[src/rtl/wdog_pkg.sv]
package wdog_pkg;
  localparam int DELAY_W = 5;
  localparam int OFF_SOFT = 'h0;
  localparam int OFF_CFG  = 'h4;
  localparam int OFF_KEY1 = 'h8;
  localparam int OFF_KEY2 = 'hC;
  localparam logic [31:0] KEY_FIRST  = 32'hABCD1234;
  localparam logic [31:0] KEY_SECOND = 32'h4321DCBA;

  typedef enum logic [2:0] {
    CAUSE_POWER  = 3'd0,
    CAUSE_EXPIRE = 3'd1,
    CAUSE_BADKEY = 3'd2,
    CAUSE_SOFT   = 3'd3,
    CAUSE_USER   = 3'd4
  } cause_e;

  // strobes from control to the counting datapath
  typedef struct packed {
    logic               restart;
    logic               run;
    logic [DELAY_W-1:0] delay;
  } cntCtl_t;
endpackage

[src/rtl/wdog_dpath.sv]
module wdog_dpath
  import wdog_pkg::*;
(
  input  logic    clk,
  input  logic    porRstN,
  input  cntCtl_t ctl,
  output logic    termHit
);
  localparam int CNT_W = 2 ** DELAY_W;

  logic [CNT_W-1:0]   cnt;
  logic [DELAY_W-1:0] actDelay;
  logic [DELAY_W:0]   shamt;
  logic [CNT_W:0]     lastVal;

  always_comb begin
    shamt   = {1'b0, actDelay} + (DELAY_W + 1)'(1);
    lastVal = ((CNT_W + 1)'(1) << shamt) - (CNT_W + 1)'(1);
    termHit = ctl.run && ({1'b0, cnt} == lastVal);
  end

  always_ff @(posedge clk or negedge porRstN) begin
    if (!porRstN) begin
      cnt      <= '0;
      actDelay <= '0;
    end else if (ctl.restart) begin
      cnt      <= '0;
      actDelay <= ctl.delay;
    end else if (ctl.run) begin
      cnt <= cnt + CNT_W'(1);
    end
  end
endmodule

[src/rtl/wdog_ctrl.sv]
module wdog_ctrl
  import wdog_pkg::*;
#(
  parameter int ADDR_W = 4
) (
  input  logic               clk,
  input  logic               porRstN,
  input  logic               wrEn,
  input  logic [ADDR_W-1:0]  addr,
  input  logic [31:0]        wrData,
  input  logic               termHit,
  output cntCtl_t            ctl,
  output logic               cfgEn,
  output logic [DELAY_W-1:0] cfgDelay,
  output logic [2:0]         causeCode,
  output logic               running,
  output logic               rstReq
);
  cause_e cause, nextCause;
  logic   stopPend, armed;
  logic   wrSoft, wrCfg, wrKey1, wrKey2;
  logic   goodKick, badKick, expire, reqNow, startNow;

  always_comb begin
    wrSoft   = wrEn && (addr == ADDR_W'(OFF_SOFT)) && wrData[0];
    wrCfg    = wrEn && (addr == ADDR_W'(OFF_CFG));
    wrKey1   = wrEn && (addr == ADDR_W'(OFF_KEY1));
    wrKey2   = wrEn && (addr == ADDR_W'(OFF_KEY2));
    goodKick = running && wrKey2 && armed && (wrData == KEY_SECOND);
    badKick  = running && ((wrKey1 && (wrData != KEY_FIRST)) || (wrKey2 && !goodKick));
    expire   = termHit && !goodKick;
    reqNow   = wrSoft || badKick || expire;
    startNow = wrCfg && wrData[31] && !running;
    if (wrSoft)       nextCause = CAUSE_SOFT;
    else if (badKick) nextCause = CAUSE_BADKEY;
    else              nextCause = CAUSE_EXPIRE;
    ctl.restart = !running || goodKick || reqNow;
    ctl.run     = running;
    ctl.delay   = wrCfg ? wrData[DELAY_W-1:0] : cfgDelay;
    causeCode   = cause;
  end

  always_ff @(posedge clk or negedge porRstN) begin
    if (!porRstN) begin
      cfgEn    <= 1'b0;
      cfgDelay <= '0;
      running  <= 1'b0;
      stopPend <= 1'b0;
      armed    <= 1'b0;
      rstReq   <= 1'b0;
      cause    <= CAUSE_POWER;
    end else begin
      rstReq <= reqNow;
      if (wrCfg) begin
        cfgEn    <= wrData[31];
        cfgDelay <= wrData[DELAY_W-1:0];
        if (running) stopPend <= !wrData[31];
      end
      if (startNow) running <= 1'b1;
      if (running && wrKey1) armed <= (wrData == KEY_FIRST);
      if (goodKick) begin
        armed <= 1'b0;
        if (stopPend) begin
          running  <= 1'b0;
          stopPend <= 1'b0;
        end
      end
      if (reqNow) begin
        cause    <= nextCause;
        running  <= 1'b0;
        stopPend <= 1'b0;
        armed    <= 1'b0;
        cfgEn    <= 1'b0;
      end
    end
  end
endmodule

[src/rtl/magic_watchdog.sv]
module magic_watchdog
  import wdog_pkg::*;
#(
  parameter int ADDR_W = 4
) (
  input  logic              clk,
  input  logic              porRstN,
  input  logic              wrEn,
  input  logic [ADDR_W-1:0] addr,
  input  logic [31:0]       wrData,
  output logic [31:0]       rdData,
  output logic              rstReq
);
  cntCtl_t            ctl;
  logic               termHit;
  logic               cfgEn;
  logic [DELAY_W-1:0] cfgDelay;
  logic [2:0]         causeCode;
  logic               running;

  wdog_ctrl #(.ADDR_W(ADDR_W)) u_ctrl (
    .clk(clk), .porRstN(porRstN), .wrEn(wrEn), .addr(addr), .wrData(wrData),
    .termHit(termHit), .ctl(ctl), .cfgEn(cfgEn), .cfgDelay(cfgDelay),
    .causeCode(causeCode), .running(running), .rstReq(rstReq)
  );

  wdog_dpath u_dpath (
    .clk(clk), .porRstN(porRstN), .ctl(ctl), .termHit(termHit)
  );

  always_comb begin
    if (addr == ADDR_W'(OFF_CFG))
      rdData = {cfgEn, {(31 - DELAY_W){1'b0}}, cfgDelay};
    else if (addr == ADDR_W'(OFF_KEY1))
      rdData = {29'b0, causeCode};
    else
      rdData = '0;
  end
endmodule

[config.mk]
export PLATFORM = sky130hd
export DESIGN_NAME = magic_watchdog
export DESIGN_NICKNAME = d
export VERILOG_FILES = /design/src/rtl/wdog_pkg.sv /design/src/rtl/wdog_dpath.sv /design/src/rtl/wdog_ctrl.sv /design/src/rtl/magic_watchdog.sv
export SDC_FILE = /design/constraint.sdc
export NUM_CORES = 1
export LEC_CHECK = 0
export BUFFER_PORTS_ARGS = -buffer_cell sky130_fd_sc_hd__buf_2
export CAP_MARGIN = 20
export CORE_MARGIN = 2
export CORE_UTILIZATION = 51
export DETAILED_ROUTE_END_ITERATION = 8
export HOLD_SLACK_MARGIN = 0.1
export PLACE_DENSITY = 0.77
export RECOVER_POWER = 100
export SLEW_MARGIN = 20
export SYNTH_ARGS = -nofsm -noshare
export SYNTH_HDL_FRONTEND = slang
export SYNTH_SLANG_ARGS = --single-unit
export TNS_END_PERCENT = 10
[constraint.sdc]
create_clock -name clk -period 3.13 [get_ports clk]
set_clock_uncertainty 0.1 [all_clocks]
set_input_delay 0.7825 -clock clk [delete_from_list [all_inputs] [get_ports clk]]
set_output_delay 0.7825 -clock clk [all_outputs]
set_load 0.01 [all_outputs]
==> summary.txt <==
Floorplanning
  – Core Box Area: 7650 um2
  – Die Span X: between 90 and 100 um
  – Die Footprint: between 8000 and 9000 um2
  – Die height: 92.2 um
  – Starting density of the core: 51.9%
  – IO Count: approximately 70
  – Cell Rows: 32

Run
  – MaxCap Viol Count: 0

STA
  – Final hold vios: 0
  – Worst Max-Slew Pin Slew: around 1.2 ns
  – Final cycle utilization of the critical path: 98.4%
  – Hold_ws: 0.406 ns
  – Post-layout minimum cycle time: around 3.1 ns
  – Final Setup Violations: 0
  – Setup WS post-layout: 0.0503 ns
  – Fmax: 325 MHz
  – Unrepaired setup endpoints after global routing: true
  – Max_slew headroom: 18.9%
  – TNS Setup: 0 ns
  – Max Slew Vio Count: 0

Yosys
  – Area contributors post-synth: dfrtp_1 31%, buf_4 5.9%, nor2_1 5.4%, nand2_1 4.7%, xor2_1 4.4%
  – Cell type with the largest total area after synthesis: dfrtp_1
  – Yosys warnings: 0
  – Cells after synthesis: 491
  – Dominant synthesized flop cell: dfrtp_1
  – Flops & latches, synth: approximately 50
  – Seq/Total Area, Yosys: 30.9%
  – Post-synth cell types: 68
  – Async SR Flop Fraction: between 90% and 100%
  – EDFF count, synth: 0
  – Syn_area_per_cell: approximately 8.1 um2
  – Commonest cells post-synth: 57 x nor2_1, 50 x nand2_1, 49 x dfrtp_1
  – Post-Syn Area: slightly below 4000 um2
  – Synth top area share: a little under a third
  – Most numerous cell in the Yosys netlist: nor2_1

Global routing
  – First-pass GRT wire length: between 15000 and 20000 um
  – Vias in the first global route: between 3000 and 4000
  – Gr usage total: a little over a quarter
  – Global route overflow: 0
  – Initial antenna violation count: 0
  – Pin count of the biggest net entering global routing: 50

Placed design
  – Post-place instance area: approximately 4300 um2
  – Place WS: -0.0689 ns
  – Port bufs: between 40 and 50
  – Routability cong.: approximately 1
  – Dpl hpwl: around 8000 um

Finish
  – N_diodes: 0
  – Layout cells sized above 1: between 15 and 20%
  – P&R area growth vs syn: 13.2%
  – Nets: 580
  – Final instance area: 4490 um2

Power and ir drop
  – Total power: about 2.4 mW
  – Peak supply drop: 0.337 mV
  – LEAKAGE: a little under 2 nW
  – Pwr dens: around 540 nW/um2

Worst setup path
  – Worst path required time: approximately 3.2 ns
  – Worst Setup End Kind: flop
  – Worst Path Class, Setup: reg -> reg
  – CP Buf/Inv Count: 1
  – Crit-path cells: nor3_4, nand2_2, ha_4, and4b_1, a22oi_2, and3_1, nor4b_2, buf_4, and4bb_2, nand4b_4, nand2_8, mux2_4
  – Crit Reg-Reg Startpoint: u_dpath.actDelay[4]
  – CP max stage cell: dfrtp_1
  – R2R setup slack: 0.05 ns
  – Startpoint Class: flop
  – Crit-path max FO: 7
  – Arr. time, crit path: 3.17 ns
  – Crit path launch: u_dpath.actDelay[4]
  – Worst path depth: 12
  – CP max stage delay: between 0.4 and 0.5 ns
  – Reg2reg path depth: 12
  – Critical path's top delay family: simple AND/OR/NAND/NOR gates

Detailed routing
  – ANT nets after route: 0
  – Vias per inst: around 6.0
  – Mean routed wirelength per cell: ~17 um
  – Vias: approximately 3800
  – WL final: between 10000 and 15000 um
  – Residual DRC: 0
  – Number of DRC markers in iteration 0: between 300 and 400
  – DR pass1 iterations: 5

Clock network
  – Max clock buf depth: 2
  – Clk_lat worst skew: 0.30 ns
  – CTS H-tree lvls: 2
  – Root buffer cell: clkbuf_8
  – CTS tree: built
  – Hold_buf cts: 0
  – Sink Count: 49
  – Inserted Clock Buffers: 5
  – Reg clk slew, reported paths: ~0.080 ns

Status
  – Status: finished, final reports clean

Min path
  – Hold_sp: u_ctrl.cfgDelay[3]
  – Worst hold-check path type: reg -> reg
  – Hold Path Depth: 2
[per-layer routing]
metal	wire length, um	share of wire [%]	GRT usage, %
met1	4830	44	37.6
met2	5190	47	42.2
met3	761	6.9	4.52
met4	168	1.5	5.72
met5	0	0	0
[flip-flops by register name, summed over array words and instances (netlist names)]
name              cells
u_ctrl.cfgDelay       5
u_ctrl.running        1
u_ctrl.causeCode      2
u_dpath.actDelay      5
u_ctrl.cfgEn          1
u_ctrl.armed          1
u_ctrl.rstReq         1
u_ctrl.stopPend       1
u_dpath.cnt          32
[worst paths after layout]
kind / to
setup / recovery: u_dpath.actDelay[1]
hold / removal: u_ctrl.cfgDelay[3]
setup reg to reg: u_dpath.actDelay[1]
hold reg to reg: u_ctrl.cfgDelay[3]
max in group asynchronous: u_dpath.cnt[2]
min in group asynchronous: u_dpath.cnt[26]
[timing repair]
action / CTS / global route
resized for setup: 1 / 18
setup buffers: 0 / 3
pin swaps: 0 / 7
setup endpoints to repair: 32 / 44
[cells in the final DEF, fill, tap and decap left out, drive strengths merged, types with 6 or more instances in the layout]
cell / count
nand3: 26
nor2: 57
buf: 67
nand4: 13
inv: 6
o21ai: 19
and3: 16
a21oi: 15
o211ai: 7
dfrtp: 49
nor4: 8
xnor2: 16
nand2: 51
clkbuf: 15
nor2b: 12
nor3: 10
and4: 6
conb: 27
xor2: 20
[logic make-up after synthesis]
group                      Yosys count  synth area share [%]
AOI/OAI and AO/OA                   84                  15.1
xor gates and xnor gates            36                  7.95
adders and majority gates            2                 0.631
buffers and inverters               67                  9.59
DFF                                 49                  30.9
muxes                                7                  1.92
other                                2                 0.189
and+or+nand+nor                    244                  33.7
[report_power, final]
group	total, mW	internal [mW]	leakage [nW]	switching [mW]
Clock	0.359	0.155	0.0412	0.204
Combinational	1.32	0.534	1.24	0.790
Sequential	0.761	0.698	0.662	0.0631
[area by class of cell]
| type | count | area (um2) |
|---|---|---|
| Clock buffer | 6 | 72.6 |
| Inverter | 7 | 30.0 |
| Sequential cell | 49 | 1230 |
| Clock inverter | 1 | 8.76 |
| Tap cell | 102 | 128 |
| Fill cell | 713 | 3150 |
| Multi-Input combinational cell | 400 | 2550 |
| Timing Repair Buffer | 76 | 475 |
[tightest hold or removal path: cells and delay by family, from the launching register on]
family	cells	cell delay [ns]
flops	1	0.34
simple gates	2	0.13
[stage by stage]
stage | utilization, % | std cells
6_report | 58.8 | 641
5_1_grt | 58.8 | 641
2_1_floorplan | - | 516
3_5_place_dp | 56.3 | 631
4_1_cts | 57.5 | 638
3_3_place_gp | 56.3 | 631
(Power assumes the default switching activity.)
